File: src/rtl/usb_idle_pkg.sv
package usb_idle_pkg;

    typedef enum logic [1:0] {
        MODE_AUTO     = 2'b00,
        MODE_FULL     = 2'b01,
        MODE_LOW      = 2'b10,
        MODE_AUTO_ALT = 2'b11
    } mode_e;

    typedef enum logic {
        SPD_FULL = 1'b0,
        SPD_LOW  = 1'b1
    } speed_e;

    typedef struct packed {
        logic dp;
        logic dm;
    } line_s;

    // End-of-SE0 event handed from the timer to the classifier and speed logic
    typedef struct packed {
        logic fire;      // line left SE0 this cycle
        logic over_rst;  // interval exceeded reset threshold
        logic over_ka;   // interval exceeded keep-alive threshold
    } se0_end_s;

    localparam line_s LINE_SE1 = '{dp: 1'b1, dm: 1'b1};

    function automatic int ns_to_cycles(input longint hz, input longint ns);
        return int'((hz * ns) / 64'd1_000_000_000);
    endfunction

    function automatic logic is_se0(input line_s l);
        return !l.dp && !l.dm;
    endfunction

    function automatic line_s j_pattern(input speed_e s);
        return (s == SPD_LOW) ? '{dp: 1'b0, dm: 1'b1} : '{dp: 1'b1, dm: 1'b0};
    endfunction

endpackage

File: src/rtl/usb_line_sync.sv
module usb_line_sync
    import usb_idle_pkg::*;
#(
    parameter int STAGES = 2
) (
    input  logic  clk,
    input  logic  rst,
    input  line_s raw,
    output line_s synced
);
    line_s stage_q [STAGES];

    generate
        for (genvar i = 0; i < STAGES; i++) begin : g_stage
            always_ff @(posedge clk) begin
                if (rst) begin
                    stage_q[i] <= LINE_SE1;
                end else if (i == 0) begin
                    stage_q[i] <= raw;
                end else begin
                    stage_q[i] <= stage_q[(i == 0) ? 0 : i - 1];
                end
            end
        end
    endgenerate

    assign synced = stage_q[STAGES-1];
endmodule

File: src/rtl/usb_se0_timer.sv
module usb_se0_timer
    import usb_idle_pkg::*;
#(
    parameter int RST_CYC = 25,
    parameter int KA_CYC  = 12
) (
    input  logic     clk,
    input  logic     rst,
    input  line_s    lvl,
    output se0_end_s ev
);
    localparam int SAT = RST_CYC + 1;
    localparam int CW  = $clog2(SAT + 1);

    logic [CW-1:0] cnt_q;
    logic          se0_now;

    assign se0_now = is_se0(lvl);

    always_ff @(posedge clk) begin
        if (rst) begin
            cnt_q <= '0;
        end else if (se0_now) begin
            if (cnt_q != CW'(SAT)) cnt_q <= cnt_q + 1'b1;
        end else begin
            cnt_q <= '0;
        end
    end

    always_comb begin
        ev.fire     = !se0_now && (cnt_q != '0);
        ev.over_rst = cnt_q > CW'(RST_CYC);
        ev.over_ka  = cnt_q > CW'(KA_CYC);
    end
endmodule

File: src/rtl/usb_speed_sel.sv
module usb_speed_sel
    import usb_idle_pkg::*;
(
    input  logic     clk,
    input  logic     rst,
    input  mode_e    mode,
    input  line_s    lvl,
    input  se0_end_s ev,
    output speed_e   spd
);
    always_ff @(posedge clk) begin
        if (rst) begin
            spd <= SPD_FULL;
        end else begin
            unique case (mode)
                MODE_FULL: spd <= SPD_FULL;
                MODE_LOW:  spd <= SPD_LOW;
                default: begin
                    if (ev.fire) begin
                        if (lvl.dp && !lvl.dm)      spd <= SPD_FULL;
                        else if (lvl.dm && !lvl.dp) spd <= SPD_LOW;
                    end
                end
            endcase
        end
    end
endmodule

File: src/rtl/usb_idle_classify.sv
module usb_idle_classify
    import usb_idle_pkg::*;
(
    input  logic     clk,
    input  logic     rst,
    input  se0_end_s ev,
    input  speed_e   spd,
    output logic     reset_p,
    output logic     ka_p
);
    always_ff @(posedge clk) begin
        if (rst) begin
            reset_p <= 1'b0;
            ka_p    <= 1'b0;
        end else begin
            reset_p <= ev.fire && ev.over_rst;
            ka_p    <= ev.fire && !ev.over_rst && ev.over_ka && (spd == SPD_LOW);
        end
    end
endmodule

File: src/rtl/usb_idle_detect.sv
module usb_idle_detect
    import usb_idle_pkg::*;
#(
    parameter longint CLK_HZ      = 48_000_000,
    parameter longint RESET_NS    = 2500,
    parameter longint KA_NS       = 1200,
    parameter int     SYNC_STAGES = 2
) (
    input  logic       clk,
    input  logic       rst,
    input  logic       line_dp,
    input  logic       line_dm,
    input  logic [1:0] speed_mode,
    output logic       bus_reset_pulse,
    output logic       keep_alive_pulse,
    output logic       speed_low,
    output logic [1:0] j_level
);
    localparam int RST_CYC = ns_to_cycles(CLK_HZ, RESET_NS);
    localparam int KA_CYC  = ns_to_cycles(CLK_HZ, KA_NS);

    line_s    raw_l, sync_l;
    se0_end_s end_ev;
    speed_e   spd;
    line_s    jp;

    assign raw_l = '{dp: line_dp, dm: line_dm};

    usb_line_sync #(.STAGES(SYNC_STAGES)) u_sync (
        .clk(clk), .rst(rst), .raw(raw_l), .synced(sync_l)
    );

    usb_se0_timer #(.RST_CYC(RST_CYC), .KA_CYC(KA_CYC)) u_timer (
        .clk(clk), .rst(rst), .lvl(sync_l), .ev(end_ev)
    );

    usb_speed_sel u_speed (
        .clk(clk), .rst(rst), .mode(mode_e'(speed_mode)),
        .lvl(sync_l), .ev(end_ev), .spd(spd)
    );

    usb_idle_classify u_class (
        .clk(clk), .rst(rst), .ev(end_ev), .spd(spd),
        .reset_p(bus_reset_pulse), .ka_p(keep_alive_pulse)
    );

    assign jp        = j_pattern(spd);
    assign speed_low = (spd == SPD_LOW);
    assign j_level   = {jp.dp, jp.dm};
endmodule

File: config.mk
export PLATFORM = sky130hd
export DESIGN_NAME = usb_idle_detect
export DESIGN_NICKNAME = d
export VERILOG_FILES = /design/src/rtl/usb_idle_pkg.sv /design/src/rtl/usb_line_sync.sv /design/src/rtl/usb_se0_timer.sv /design/src/rtl/usb_speed_sel.sv /design/src/rtl/usb_idle_classify.sv /design/src/rtl/usb_idle_detect.sv
export SDC_FILE = /design/constraint.sdc
export NUM_CORES = 1
export LEC_CHECK = 0
export CORE_MARGIN = 3
export CORE_UTILIZATION = 25
export CTS_CLUSTER_SIZE = 30
export DETAILED_ROUTE_END_ITERATION = 7
export GPL_TIMING_DRIVEN = 0
export REMOVE_ABC_BUFFERS = 1
export SLEW_MARGIN = 20
export SYNTH_ARGS = -nofsm -noshare
export SYNTH_HDL_FRONTEND = slang
export SYNTH_SLANG_ARGS = --single-unit
export TNS_END_PERCENT = 1
File: constraint.sdc
create_clock -name clk -period 1.6 [get_ports clk]
set_input_delay 0.16 -clock clk [delete_from_list [all_inputs] [get_ports clk]]
set_output_delay 0.16 -clock clk [all_outputs]
set_load 0.05 [all_outputs]
==> impl_metrics.yaml, run 1 <==
floorplan:
  start_util_pct: 27.1
  core_mm2: 0.00257
  die_height_um: 58.8
  dieArea_mm2: 0.00346
  fp-row-count: 18
  die_x_um: 58.8
  io_pins: 11
detailed_routing:
  firstDrtPassIters: 4
  drc_errors: 0
  ant_nets: 0
  initialDrtViolationCount: 7
  wirelength_um: 1210
  wl_per_cell_um: 10.0
  vias: 568
  via_per_inst: 4.69
final_layout:
  design_area_um2: 856
  layout-drive-gt1-share_pct: 13.2
  antenna_cells: 0
  areaGrowthSynthToFinish_pct: 22.8
  fin_nets: 104
yosys:
  synth_cells: 79
  synth-warning-count: 0
  synth_edf_count: 0
  synth_cell_types: 29
  synth_area_per_cell_um2: 8.82
  netlist_area_um2: 697
  yosysSeqAreaShare_pct: 40.2
  synth_top_area_share_pct: 40.2
  yosysMostFrequentCell: "dfxtp_1"
  ys_seq_elements: 14
  yosysTopAreaCell: "dfxtp_1"
  synthTopCellsByCount: "dfxtp_1 (14), inv_1 (8), ha_1 (6), a21oi_1 (5), o21ai_0 (5)"
  postSynth.asyncResetShare_pct: 0
  synth_ff_type: "dfxtp_1"
  synthTopCellsByArea: "dfxtp_1 (40%), ha_1 (11%), inv_1 (4.3%)"
outcome:
  status: "complete, no violations"
critical_path:
  critPathArrivalTime_ns: 1.38
  required_ns: 1.44
  critPathLaunch: "u_class.reset_p"
  path_cells: "clkdlybuf4s50_1"
  crit_family: "buffers and inverters"
  critPathMaxFanout: 1
  critPathKind: "flip-flop to output pin"
  worstSetupEndpointType: "output pin"
  critPathMaxStageDelay_ns: 0.79
  path_buf_inv: 1
  start_kind: "flip-flop"
  r2r_start: "u_timer.cnt_q[6]"
  crit_slowest_cell: "clkdlybuf4s50_1"
grt:
  antenna_found_initial: 0
  grt_start_max_net_pins: 10
  grt_usage_pct: 8.10
  gr-total-overflow: 0
  grt_pass1_vias: 519
  grt_pass1_wl_um: 2080
sta:
  slew_headroom_pct: 67.5
  slew_violations: 0
  period_needed_ns: 1.54
  clock_skew_ns: 0.00786
  fmax_ghz: 0.649
  hold_viol: 0
  grt_setup_unrepaired: "false"
  finalWorstSetupSlack_ns: 0.0596
  setup_viol: 0
  tightest_slew_ns: 0.486
  hold_slack_ns: 0.411
  fin_crit_sh_pct: 96.3
power_and_ir_drop:
  finalPower_mw: 0.671
  p_int_mw: 0.522
  vdd_drop_max_mv: 0.371
  p_leak_nw: 0.331
  seq_power_share_pct: 53.4
  swShare_pct: 22.2
  p_per_area_mw_per_mm2: 784
  power.share.clock_pct: 37.3
  combPwrFrac_pct: 9.3
  power_switching_mw: 0.149
cts:
  cts_buffers: 3
  clk_latency_ns: 0.27
  clockBufferDepth: 2
  cts_tree: "yes"
  cts_max_level: 1
  clkTransAtPathRegs_ns: 0.09
  clock-sinks: 14
  cts-root-buf: "clkbuf_4"
place:
  io_buffers: 10
  dpl_cell_area_um2: 823
  dp_hpwl_um: 915
  pre_cts_ws_ns: 0.0699
  gp_congestion: 0.777
min_path:
  worstHoldStart: "u_sync.stage_q[0][0]"
  hp-class: "flip-flop to flip-flop"
run:
  cap_violations: 0
[power groups by stage]
stage	logic, mW	clock network, mW	registers, mW
after global placement	0.0654	0	0.366
after CTS	0.0632	0.261	0.358
after detailed placement	0.0666	0	0.367
after floorplan	0.0273	0	0.378
after global routing	0.0686	0.272	0.359
final	0.0627	0.250	0.358
[sequential cells by signal, indices dropped and copies added, names as in the netlist]
signal	flops
u_speed.spd	1
u_class.reset_p	1
u_sync.stage_q	4
u_class.ka_p	1
u_timer.cnt_q	7
[per-layer routing]
layer  GRT usage (%)  routed length, um
met5               0                  0
met4            5.83                 30
met3            2.63                 29
met2            12.9                561
met1            8.95                592
[cells by family (layout without fill, tap and decap cells)]
kind of cell / count (synthesis) / count (layout) / share of synthesized area (%)
and+or+nand+nor: 30 / 30 / 25.3
AOI/OAI and AO/OA: 16 / 16 / 14.0
DFF: 14 / 14 / 40.2
buffers and inverters: 10 / 22 / 5.92
adders and majority gates: 6 / 6 / 10.8
xor gates and xnor gates: 3 / 3 / 3.77
[stage by stage]
stage	util, %	cells	TNS (ns)
finish	33.3	121	0
global route	33.3	121	0
CTS	33.3	121	0
detailed placement	32.1	117	0
global placement	32.1	117	0
floorplan	-	77	-0.00247
[path summary, 6_finish.rpt]
check                    endpoint  slack (ns)  depth (start not counted)
max               bus_reset_pulse        0.06                          1
min          u_sync.stage_q[1][0]        0.41                          1
max reg2reg           u_speed.spd        0.10                          3
min reg2reg  u_sync.stage_q[1][0]        0.41                          1
[cell type report]
class                      count  area [um2]
clock buffer                   4        36.3
fill                         272        1710
inverter                       8        30.0
multi-input combinational     55         375
sequential                    14         280
tap                           30        37.5
timing repair buffer          10        96.3
[placed cells by master (no fill, tap or decap), types with 2 or more instances in the layout]
cell	instances
o21ai_0	5
xor2_1	2
or3_1	2
nand2b_1	2
dfxtp_1	14
a21oi_1	5
clkdlybuf4s50_1	7
or2_2	4
inv_1	8
dlygate4sd2_1	3
nand2_1	4
clkbuf_4	3
nand3_1	4
nor2_1	3
ha_1	6
nor3_1	3
nor2b_1	2
[timing repair]
item / CTS / global route
buffers inserted: 0 / 0
hold buffers: 0 / 0
endpoints found under the hold margin: 0 / 0
gates resized for setup: 3 / 0
setup endpoints to repair: 3 / 0
Note: power is estimated with default switching activity, not from simulation.
==> inputs of run 2 (changes only) <==
==> constraint.sdc (replaced) <==
create_clock -name clk -period 1.6 [get_ports clk]
set_input_delay 0.16 -clock clk [delete_from_list [all_inputs] [get_ports clk]]
set_output_delay 0.16 -clock clk [all_outputs]
set_load 0.02 [all_outputs]
==> impl_metrics.yaml, run 2 (synthesis results as in run 1) <==
grt:
  gr-total-overflow: 0
  grt_usage_pct: 8.10
  grt_start_max_net_pins: 10
  antenna_found_initial: 0
  grt_pass1_wl_um: 2080
  grt_pass1_vias: 519
floorplan:
  fp-row-count: 18
  io_pins: 11
  start_util_pct: 27.1
  dieArea_mm2: 0.00346
  core_mm2: 0.00257
  die_height_um: 58.8
  die_x_um: 58.8
cts:
  cts_tree: "yes"
  clock-sinks: 14
  cts-root-buf: "clkbuf_4"
  holdBufCountCts: 0
  clkTransAtPathRegs_ns: 0.09
  cts_max_level: 1
  clk_latency_ns: 0.27
  cts_buffers: 3
  ctsResizeCount: 0
  clockBufferDepth: 2
  postCtsSetupBuffers: 0
final_layout:
  regArea_um2: 280
  final_common_cell: "dfxtp_1"
  regMostFlops: "u_timer.cnt_q"
  fin_cells: 121
  layout_common_cells: "dfxtp_1 (14), clkdlybuf4s50_1 (10), inv_1 (8)"
  reg_top3: "u_timer.cnt_q x7, u_sync.stage_q x4"
  antenna_cells: 0
  largest_register_ffs: 7
  fin_nets: 104
  multi_input_area_um2: 375
  design_area_um2: 860
  areaGrowthSynthToFinish_pct: 23.3
  layout-drive-gt1-share_pct: 13.2
  fillers: 271
min_path:
  hp-class: "flip-flop to flip-flop"
place:
  dpl_cell_area_um2: 823
  post-place-cells: 117
  io_buffers: 10
  gp_congestion: 0.777
  dp_hpwl_um: 915
detailed_routing:
  wl_per_cell_um: 10.0
  ant_nets: 0
  met3RoutedLength_um: 28
  via_per_inst: 4.69
  drc_errors: 0
  vias: 567
  drt-met1-wl_um: 592
  top_layer_used: "met4"
  initialDrtViolationCount: 9
  firstDrtPassIters: 4
  routed-wl-met2_um: 559
  wirelength_um: 1210
sta:
  slew_headroom_pct: 81.6
  setup_tns_ns: 0
  tightest_slew_ns: 0.276
  fin_crit_sh_pct: 93.7
  hold_slack_ns: 0.411
  fmax_ghz: 0.667
  slew_violations: 0
  setup_viol: 0
  period_needed_ns: 1.50
  clock_skew_ns: 0.00786
  hold_viol: 0
  grt_setup_unrepaired: "false"
power_and_ir_drop:
  p_leak_nw: 0.324
  finalPower_mw: 0.663
  vdd_drop_max_mv: 0.371
  p_per_area_mw_per_mm2: 771
critical_path:
  start_kind: "flip-flop"
  critPathArrivalTime_ns: 1.70
  critPathKind: "flip-flop to flip-flop"
  worstSetupEndpointType: "flip-flop"
  r2r_slack_ns: 0.10
  required_ns: 1.80
  critPathMaxFanout: 8
outcome:
  status: "complete, no violations"
run:
  cap_violations: 0
## run 2: cell count changes in the layout (fill, tap and decap cells not counted), sizes merged
| cell | previous run | this run |
|---|---|---|
| clkdlybuf4s50 | 7 | 10 |
| dlygate4sd2 | 3 | 0 |
## run 2: final timing paths
kind                              from                    to  depth (start not counted)
hold / removal    u_sync.stage_q[0][0]  u_sync.stage_q[1][0]                          1
hold reg to reg   u_sync.stage_q[0][0]  u_sync.stage_q[1][0]                          1
setup reg to reg      u_timer.cnt_q[6]           u_speed.spd                          3
setup / recovery      u_timer.cnt_q[6]           u_speed.spd                          3
## run 2: power by group
part           internal [mW]  switching (mW)  total [mW]
sequential             0.355         0.00358       0.358
clock                  0.138           0.112       0.250
combinational         0.0328          0.0216      0.0544
## run 2: stage by stage
step,util (%),setup WS [ns]
CTS,33.5,0.117
finish,33.5,0.100
global route,33.5,0.0278
floorplan,-,0.226
detailed placement,32.1,0.0699
global placement,32.1,0.0898
## run 2: layout make-up
type	count	share of cell area (%)
Clock buffer	4	4.22
Inverter	8	3.49
Multi-Input combinational cell	55	43.7
Sequential cell	14	32.6
Tap cell	30	4.37
Timing Repair Buffer	10	11.6
## run 2: worst max-delay path, stage by stage (launching register included)
cell and delay [ns]:
dfxtp_1 0.39, or4_4 0.55, or3_1 0.37, a31oi_1 0.12
## run 2: per-layer routing
metal / vias to the layer above / GRT usage (%)
met4: 0 / 5.83
met5: - / 0
met3: 2 / 2.63
li1: 296 / -
met1: 262 / 8.95
met2: 7 / 12.9
